===== config.mk =====
export PLATFORM = sky130hd
export DESIGN_NAME = dram_refresh_ctrl
export DESIGN_NICKNAME = d
export VERILOG_FILES = /design/src/rtl/dram_ctrl_pkg.sv /design/src/rtl/dram_refresh_timer.sv /design/src/rtl/dram_addr_mux.sv /design/src/rtl/dram_strobe_seq.sv /design/src/rtl/dram_refresh_ctrl.sv
export SDC_FILE = /design/constraint.sdc
export NUM_CORES = 1
export LEC_CHECK = 0
export ABC_AREA = 1
export CAP_MARGIN = 30
export CORE_UTILIZATION = 54
export DETAILED_ROUTE_END_ITERATION = 16
export GPL_ROUTABILITY_DRIVEN = 0
export PLACE_DENSITY_LB_ADDON = 0.3
export SYNTH_ARGS = -nofsm -noshare
export SYNTH_HDL_FRONTEND = slang
export SYNTH_SLANG_ARGS = --single-unit
export TNS_END_PERCENT = 1

===== constraint.sdc =====
create_clock -name clk -period 1.5 [get_ports clk]
set_input_delay 0.15 -clock clk [delete_from_list [all_inputs] [get_ports clk]]
set_output_delay 0.15 -clock clk [all_outputs]
set_load 0.05 [all_outputs]

===== src/rtl/dram_ctrl_pkg.sv =====
package dram_ctrl_pkg;

  typedef enum logic [2:0] {
    ST_IDLE,
    ST_ROW,
    ST_RAS,
    ST_COL,
    ST_CAS,
    ST_WB,
    ST_PRE
  } seq_state_t;

  function automatic int max_of(input int a, input int b);
    return (a > b) ? a : b;
  endfunction

endpackage


===== src/rtl/dram_refresh_timer.sv =====
module dram_refresh_timer #(
  parameter int INTERVAL = 3125
) (
  input  logic clk,
  input  logic rst_n,
  input  logic ack,
  output logic pending
);
  localparam int CNT_W = $clog2(INTERVAL + 1);
  localparam logic [CNT_W-1:0] RELOAD = CNT_W'(INTERVAL - 1);

  logic [CNT_W-1:0] cnt_q;
  logic             pend_q;

  always_ff @(posedge clk or negedge rst_n) begin
    if (!rst_n) begin
      cnt_q  <= RELOAD;
      pend_q <= 1'b0;
    end else begin
      if (cnt_q == '0) begin
        cnt_q  <= RELOAD;
        pend_q <= 1'b1;
      end else begin
        cnt_q <= cnt_q - 1'b1;
        if (ack) pend_q <= 1'b0;
      end
    end
  end

  assign pending = pend_q;
endmodule


===== src/rtl/dram_addr_mux.sv =====
module dram_addr_mux #(
  parameter int ROW_W = 6,
  parameter int COL_W = 6,
  parameter int PIN_W = 6
) (
  input  logic             sel_col,
  input  logic             sel_ref,
  input  logic [ROW_W-1:0] row,
  input  logic [COL_W-1:0] col,
  input  logic [ROW_W-1:0] ref_row,
  output logic [PIN_W-1:0] pin_addr
);
  logic [ROW_W-1:0] row_src;

  always_comb begin
    row_src  = sel_ref ? ref_row : row;
    pin_addr = sel_col ? PIN_W'(col) : PIN_W'(row_src);
  end
endmodule


===== src/rtl/dram_strobe_seq.sv =====
module dram_strobe_seq
  import dram_ctrl_pkg::*;
#(
  parameter int ROW_W    = 6,
  parameter int COL_W    = 6,
  parameter int T_ADDR   = 1,
  parameter int T_HOLD   = 1,
  parameter int T_STROBE = 2,
  parameter int T_PRE    = 2
) (
  input  logic                   clk,
  input  logic                   rst_n,
  input  logic                   req_valid,
  input  logic                   req_we,
  input  logic [ROW_W+COL_W-1:0] req_addr,
  input  logic                   req_wdata,
  input  logic                   ref_pending,
  input  logic                   dram_dout,
  output logic                   req_ready,
  output logic                   busy,
  output logic                   ref_ack,
  output logic                   rsp_valid,
  output logic                   rsp_data,
  output logic                   ras_n,
  output logic                   cas_n,
  output logic                   we_n,
  output logic                   din,
  output logic                   sel_col,
  output logic                   sel_ref,
  output logic [ROW_W-1:0]       row,
  output logic [COL_W-1:0]       col,
  output logic [ROW_W-1:0]       ref_row
);
  localparam int TMAX = max_of(max_of(T_ADDR, T_HOLD), max_of(T_STROBE, T_PRE));
  localparam int CW   = $clog2(TMAX + 1);
  localparam logic [CW-1:0] L_ADDR   = CW'(T_ADDR - 1);
  localparam logic [CW-1:0] L_HOLD   = CW'(T_HOLD - 1);
  localparam logic [CW-1:0] L_STROBE = CW'(T_STROBE - 1);
  localparam logic [CW-1:0] L_PRE    = CW'(T_PRE - 1);

  seq_state_t       state_q, state_d;
  logic [CW-1:0]    cnt_q, load_v;
  logic             move;
  logic             step;
  logic             take_user, take_ref;
  logic             is_ref_q, we_q, wd_q;
  logic [ROW_W-1:0] row_q, ref_row_q;
  logic [COL_W-1:0] col_q;
  logic             rsp_v_q, rsp_d_q;

  assign step      = (cnt_q == '0);
  assign take_ref  = (state_q == ST_IDLE) && ref_pending;
  assign take_user = (state_q == ST_IDLE) && !ref_pending && req_valid;

  always_comb begin
    state_d = state_q;
    load_v  = '0;
    move    = 1'b0;
    case (state_q)
      ST_IDLE: if (take_ref || take_user) begin
        state_d = ST_ROW; load_v = L_ADDR; move = 1'b1;
      end
      ST_ROW: if (step) begin
        state_d = ST_RAS; load_v = is_ref_q ? L_STROBE : L_HOLD; move = 1'b1;
      end
      ST_RAS: if (step) begin
        move = 1'b1;
        if (is_ref_q) begin state_d = ST_PRE; load_v = L_PRE; end
        else          begin state_d = ST_COL; load_v = L_ADDR; end
      end
      ST_COL: if (step) begin
        state_d = ST_CAS; load_v = L_STROBE; move = 1'b1;
      end
      ST_CAS: if (step) begin
        move = 1'b1;
        if (we_q) begin state_d = ST_WB;  load_v = L_STROBE; end
        else      begin state_d = ST_PRE; load_v = L_PRE;    end
      end
      ST_WB: if (step) begin
        state_d = ST_PRE; load_v = L_PRE; move = 1'b1;
      end
      ST_PRE: if (step) begin
        state_d = ST_IDLE; move = 1'b1;
      end
      default: begin
        state_d = ST_IDLE; move = 1'b1;
      end
    endcase
  end

  always_ff @(posedge clk or negedge rst_n) begin
    if (!rst_n) begin
      state_q <= ST_IDLE;
      cnt_q   <= '0;
    end else begin
      state_q <= state_d;
      if (move)            cnt_q <= load_v;
      else if (cnt_q != '0) cnt_q <= cnt_q - 1'b1;
    end
  end

  always_ff @(posedge clk or negedge rst_n) begin
    if (!rst_n) begin
      is_ref_q <= 1'b0;
      we_q     <= 1'b0;
      wd_q     <= 1'b0;
      row_q    <= '0;
      col_q    <= '0;
    end else if (take_ref) begin
      is_ref_q <= 1'b1;
      we_q     <= 1'b0;
    end else if (take_user) begin
      is_ref_q <= 1'b0;
      we_q     <= req_we;
      wd_q     <= req_wdata;
      row_q    <= req_addr[ROW_W+COL_W-1:COL_W];
      col_q    <= req_addr[COL_W-1:0];
    end
  end

  always_ff @(posedge clk or negedge rst_n) begin
    if (!rst_n) begin
      ref_row_q <= '0;
    end else if (state_q == ST_RAS && step && is_ref_q) begin
      ref_row_q <= ref_row_q + 1'b1;
    end
  end

  always_ff @(posedge clk or negedge rst_n) begin
    if (!rst_n) begin
      rsp_v_q <= 1'b0;
      rsp_d_q <= 1'b0;
    end else begin
      rsp_v_q <= (state_q == ST_CAS) && step && !we_q;
      if ((state_q == ST_CAS) && step && !we_q) rsp_d_q <= dram_dout;
    end
  end

  always_comb begin
    ras_n   = !(state_q inside {ST_RAS, ST_COL, ST_CAS});
    cas_n   = !(state_q inside {ST_CAS, ST_WB});
    we_n    = !(we_q && !is_ref_q && (state_q inside {ST_COL, ST_CAS, ST_WB}));
    sel_col = state_q inside {ST_COL, ST_CAS, ST_WB, ST_PRE};
  end

  assign sel_ref   = is_ref_q;
  assign din       = wd_q;
  assign req_ready = (state_q == ST_IDLE) && !ref_pending;
  assign busy      = (state_q != ST_IDLE);
  assign ref_ack   = take_ref;
  assign rsp_valid = rsp_v_q;
  assign rsp_data  = rsp_d_q;
  assign row       = row_q;
  assign col       = col_q;
  assign ref_row   = ref_row_q;
endmodule


===== src/rtl/dram_refresh_ctrl.sv =====
module dram_refresh_ctrl #(
  parameter int ROW_W        = 6,
  parameter int COL_W        = 6,
  parameter int CLK_FREQ_HZ  = 50_000_000,
  parameter int RETENTION_US = 4000,
  parameter int T_ADDR       = 1,
  parameter int T_HOLD       = 1,
  parameter int T_STROBE     = 2,
  parameter int T_PRE        = 2
) (
  input  logic                   clk,
  input  logic                   rst_n,
  input  logic                   req_valid,
  output logic                   req_ready,
  input  logic                   req_we,
  input  logic [ROW_W+COL_W-1:0] req_addr,
  input  logic                   req_wdata,
  output logic                   busy,
  output logic                   rsp_valid,
  output logic                   rsp_data,
  output logic [((ROW_W > COL_W) ? ROW_W : COL_W)-1:0] dram_addr,
  output logic                   dram_ras_n,
  output logic                   dram_cas_n,
  output logic                   dram_we_n,
  output logic                   dram_din,
  input  logic                   dram_dout
);
  localparam int ROWS     = 1 << ROW_W;
  localparam int PIN_W    = (ROW_W > COL_W) ? ROW_W : COL_W;
  localparam int INTERVAL = (CLK_FREQ_HZ / 1_000_000) * RETENTION_US / ROWS;

  logic             ref_pending, ref_ack;
  logic             sel_col, sel_ref;
  logic [ROW_W-1:0] row, ref_row;
  logic [COL_W-1:0] col;

  dram_refresh_timer #(.INTERVAL(INTERVAL)) u_timer (
    .clk     (clk),
    .rst_n   (rst_n),
    .ack     (ref_ack),
    .pending (ref_pending)
  );

  dram_strobe_seq #(
    .ROW_W(ROW_W), .COL_W(COL_W), .T_ADDR(T_ADDR), .T_HOLD(T_HOLD),
    .T_STROBE(T_STROBE), .T_PRE(T_PRE)
  ) u_seq (
    .clk         (clk),
    .rst_n       (rst_n),
    .req_valid   (req_valid),
    .req_we      (req_we),
    .req_addr    (req_addr),
    .req_wdata   (req_wdata),
    .ref_pending (ref_pending),
    .dram_dout   (dram_dout),
    .req_ready   (req_ready),
    .busy        (busy),
    .ref_ack     (ref_ack),
    .rsp_valid   (rsp_valid),
    .rsp_data    (rsp_data),
    .ras_n       (dram_ras_n),
    .cas_n       (dram_cas_n),
    .we_n        (dram_we_n),
    .din         (dram_din),
    .sel_col     (sel_col),
    .sel_ref     (sel_ref),
    .row         (row),
    .col         (col),
    .ref_row     (ref_row)
  );

  dram_addr_mux #(.ROW_W(ROW_W), .COL_W(COL_W), .PIN_W(PIN_W)) u_mux (
    .sel_col  (sel_col),
    .sel_ref  (sel_ref),
    .row      (row),
    .col      (col),
    .ref_row  (ref_row),
    .pin_addr (dram_addr)
  );
endmodule


==> flow_metrics.env, run 1 <==
export IMPL_status="complete, but fails checks"
export IMPL_violations="negative setup slack"
export IMPL_io_pins=32
export IMPL_syn_to_final_growth_pct=31.7
export IMPL_max_vdd_ir_drop_mv=2.42
export IMPL_synth_seq_cells=41
export IMPL_synth_top_cell_by_area="dfrtp_1"
export IMPL_routed_wl_mm=4.79
export IMPL_layout_drive_gt1_share_pct=21.2
export IMPL_nets=342
export IMPL_grt_start_max_net_pins=42
export IMPL_rsz0062_at_grt="yes"
export IMPL_grt_pass1_wl_mm=8.29
export IMPL_yosys_top_cells_count="nand2_1 (67), inv_1 (38), dfrtp_1 (36), o21ai_0 (33), nor2_1 (25)"
export IMPL_antenna_found_initial=0
export IMPL_placed_cell_area_mm2=0.00270
export IMPL_postSynthAreaPerCell_um2=8.08
export IMPL_yosysSeqAreaShare_pct=47.5
export IMPL_min_period_over_period_pct=119
export IMPL_grt_ovfl_total=0
export IMPL_die_h_um=65.4
export IMPL_max_freq_mhz=559
export IMPL_diodes=0
export IMPL_worstSetupPathType="reg2out"
export IMPL_path_max_fanout=6
export IMPL_drc=0
export IMPL_initial_core_util_pct=57.6
export IMPL_synthArstFlopShare_pct=100
export IMPL_grt_pass1_vias=1867
export IMPL_cp_start_kind="flip-flop"
export IMPL_cts_sinks=41
export IMPL_ys_warn_count=0
export IMPL_grt_usage_pct=26.2
export IMPL_skew_ns=0.00193
export IMPL_syn_area_mm2=0.00217
export IMPL_h_tree_depth=2
export IMPL_rows=22
export IMPL_cts_tree="yes"
export IMPL_synth_edff_count=0
export IMPL_max_slew_margin_pct=65.7
export IMPL_post_route_cell_area_mm2=0.00286
export IMPL_drt_initial_drc_count=185
export IMPL_insertion_delay_ns=0.28
export IMPL_clk_path_buf_depth=2
export IMPL_drt_pass1_iterations=6
export IMPL_maxCapViolations=0
export IMPL_core_mm2=0.00377
export IMPL_hpwl_mm=3.39
export IMPL_worst_slew_pin_slew_ns=0.515
export IMPL_cp_required_ns=1.35
export IMPL_finalSetupViolations=13
export IMPL_synth_most_common_cell="nand2_1"
export IMPL_via_count=1941
export IMPL_power_leakage_nw=1.42
export IMPL_fin_tns_setup_ns=-2.27
export IMPL_vias_per_cell=5.26
export IMPL_hold_viol_final=0
export IMPL_cp_data_arrival_time_ns=1.64
export IMPL_root_buffer="clkbuf_8"
export IMPL_cp_end_kind="output pin"
export IMPL_synth_top_area_share_pct=41.5
export IMPL_chipWidth_um=65.4
export IMPL_yosysUniqueCellTypes=28
export IMPL_ys_flop_type="dfrtp_1"
export IMPL_dieArea_mm2=0.00428
export IMPL_final_max_slew_viol_count=0
export IMPL_ant_nets=0
export IMPL_io_buffers=31
export IMPL_synth_fp_nets=291
export IMPL_numCtsBuffers=5
export IMPL_whs_ns=0.418
export IMPL_syn_inst=269
export IMPL_synthTopCellsByArea="dfrtp_1 (41%), nand2_1 (12%), o21ai_0 (7.6%)"
export IMPL_clkSlewWorstSetupHoldPaths_ns=0.08
export IMPL_fin_ws_ns=-0.288
export IMPL_hold_path_class="in2reg"
export IMPL_power_density_mw_per_mm2=2090
export IMPL_drt_wirelength_per_cell_um=13.0
export IMPL_finalCriticalPeriod_ns=1.79
power breakdown:
| group | total [mW] | leakage [nW] | internal (mW) | switching, mW |
|---|---|---|---|---|
| combinational | 3.65 | 0.848 | 1.47 | 2.19 |
| sequential | 1.56 | 0.518 | 1.40 | 0.165 |
| clock | 0.778 | 0.0542 | 0.416 | 0.363 |
final timing paths:
check | start | end | slack, ns | cells past startpoint
max in group asynchronous | rst_n | u_seq.state_q[2]$_DFFE_PN0P_ | 0.69 | 3
min reg2reg | u_timer.cnt_q[0]$_DFF_PN0_ | u_timer.cnt_q[0]$_DFF_PN0_ | 0.46 | 1
max | u_seq.state_q[2]$_DFFE_PN0P_ | dram_addr[3] | -0.29 | 6
min | dram_dout | u_seq.rsp_data$_DFFE_PN0P_ | 0.42 | 3
max reg2reg | u_seq.state_q[0]$_DFFE_PN0P_ | u_seq.row[1]$_DFFE_PN0P_ | -0.02 | 6
min in group asynchronous | rst_n | u_seq.state_q[1]$_DFFE_PN0P_ | 0.45 | 3
critical path, cell delays in order (launching register included):
cell,delay (ns)
dfrtp_2,0.47
nor2_4,0.14
inv_2,0.05
o21ai_4,0.23
nor2_4,0.12
o21ai_2,0.18
buf_12,0.16
layout make-up:
cell class	instances	area [um2]
multi-input cells	183	988
clock buffers	7	96.3
clock inverters	1	5.00
flip-flops and latches	41	1030
well taps	48	60.1
inverters	42	158
fillers	259	908
repair buffers	47	522
cells by family (layout without fill, tap and decap cells):
group	after synthesis	in the layout	synth area share, %
DFF	41	41	47.5
xor gates and xnor gates	6	6	2.42
adders and majority gates	4	4	2.30
AOI/OAI and AO/OA	48	48	12.5
and+or+nand+nor	124	125	26.2
buffers and inverters	46	97	9.10
cells in the final DEF (no fill, tap or decap), types with 5 or more instances in the layout:
master and instances:
buf_12 10, buf_4 18, clkbuf_8 7, clkdlybuf4s50_1 16, dfrtp_1 35, dfstp_2 5, inv_1 37, inv_2 5
nand2_1 67, nand3_1 14, nor2_1 23, o21ai_0 32, o21ai_2 6, xor2_1 5
repair_timing:
item | in CTS | in global routing
gates cloned | 1 | 0
hold endpoints to repair | 36 | 0
resized for setup | 8 | 4
pin swaps | 1 | 0
setup endpoints to repair | 10 | 34
setup buffers | 0 | 0
hold buffers | 1 | 0
metal layers:
layer / routed length (um) / global-route usage [%] / share of wire, % / vias up
met2: 2340 / 41.4 / 49 / 73
met5: 0 / 0 / 0 / -
met4: 85 / 10.6 / 1.8 / 0
li1: - / - / - / 955
met3: 257 / 7.47 / 5.4 / 12
met1: 2100 / 33.8 / 44 / 901
registers in the layout (all words and copies together) (netlist names), 2 cells and up:
signal / flops
u_seq.cnt_q: 2
u_seq.row: 6
u_seq.col: 6
u_timer.cnt_q: 12
u_seq.ref_row: 6
u_seq.state_q: 3
metrics by stage:
step | std cells | total power [mW] | utilization, % | worst slack [ns]
floorplan | 269 | 3.65 | - | -0.0917
global placement | 359 | 5.00 | 71.6 | -0.152
detailed placement | 359 | 5.08 | 71.6 | -0.260
CTS | 369 | 6.00 | 75.6 | -0.289
global route | 369 | 6.37 | 75.9 | -0.347
finish | 369 | 6.00 | 75.9 | -0.288
Note: power is estimated with default switching activity, not from simulation.
==> run 2, diff against run 1 <==
Settings changed: SLEW_MARGIN set to 20.
==> results of run 2 <==
No change in the layout: final DEF, timing and power equal those of run 1.
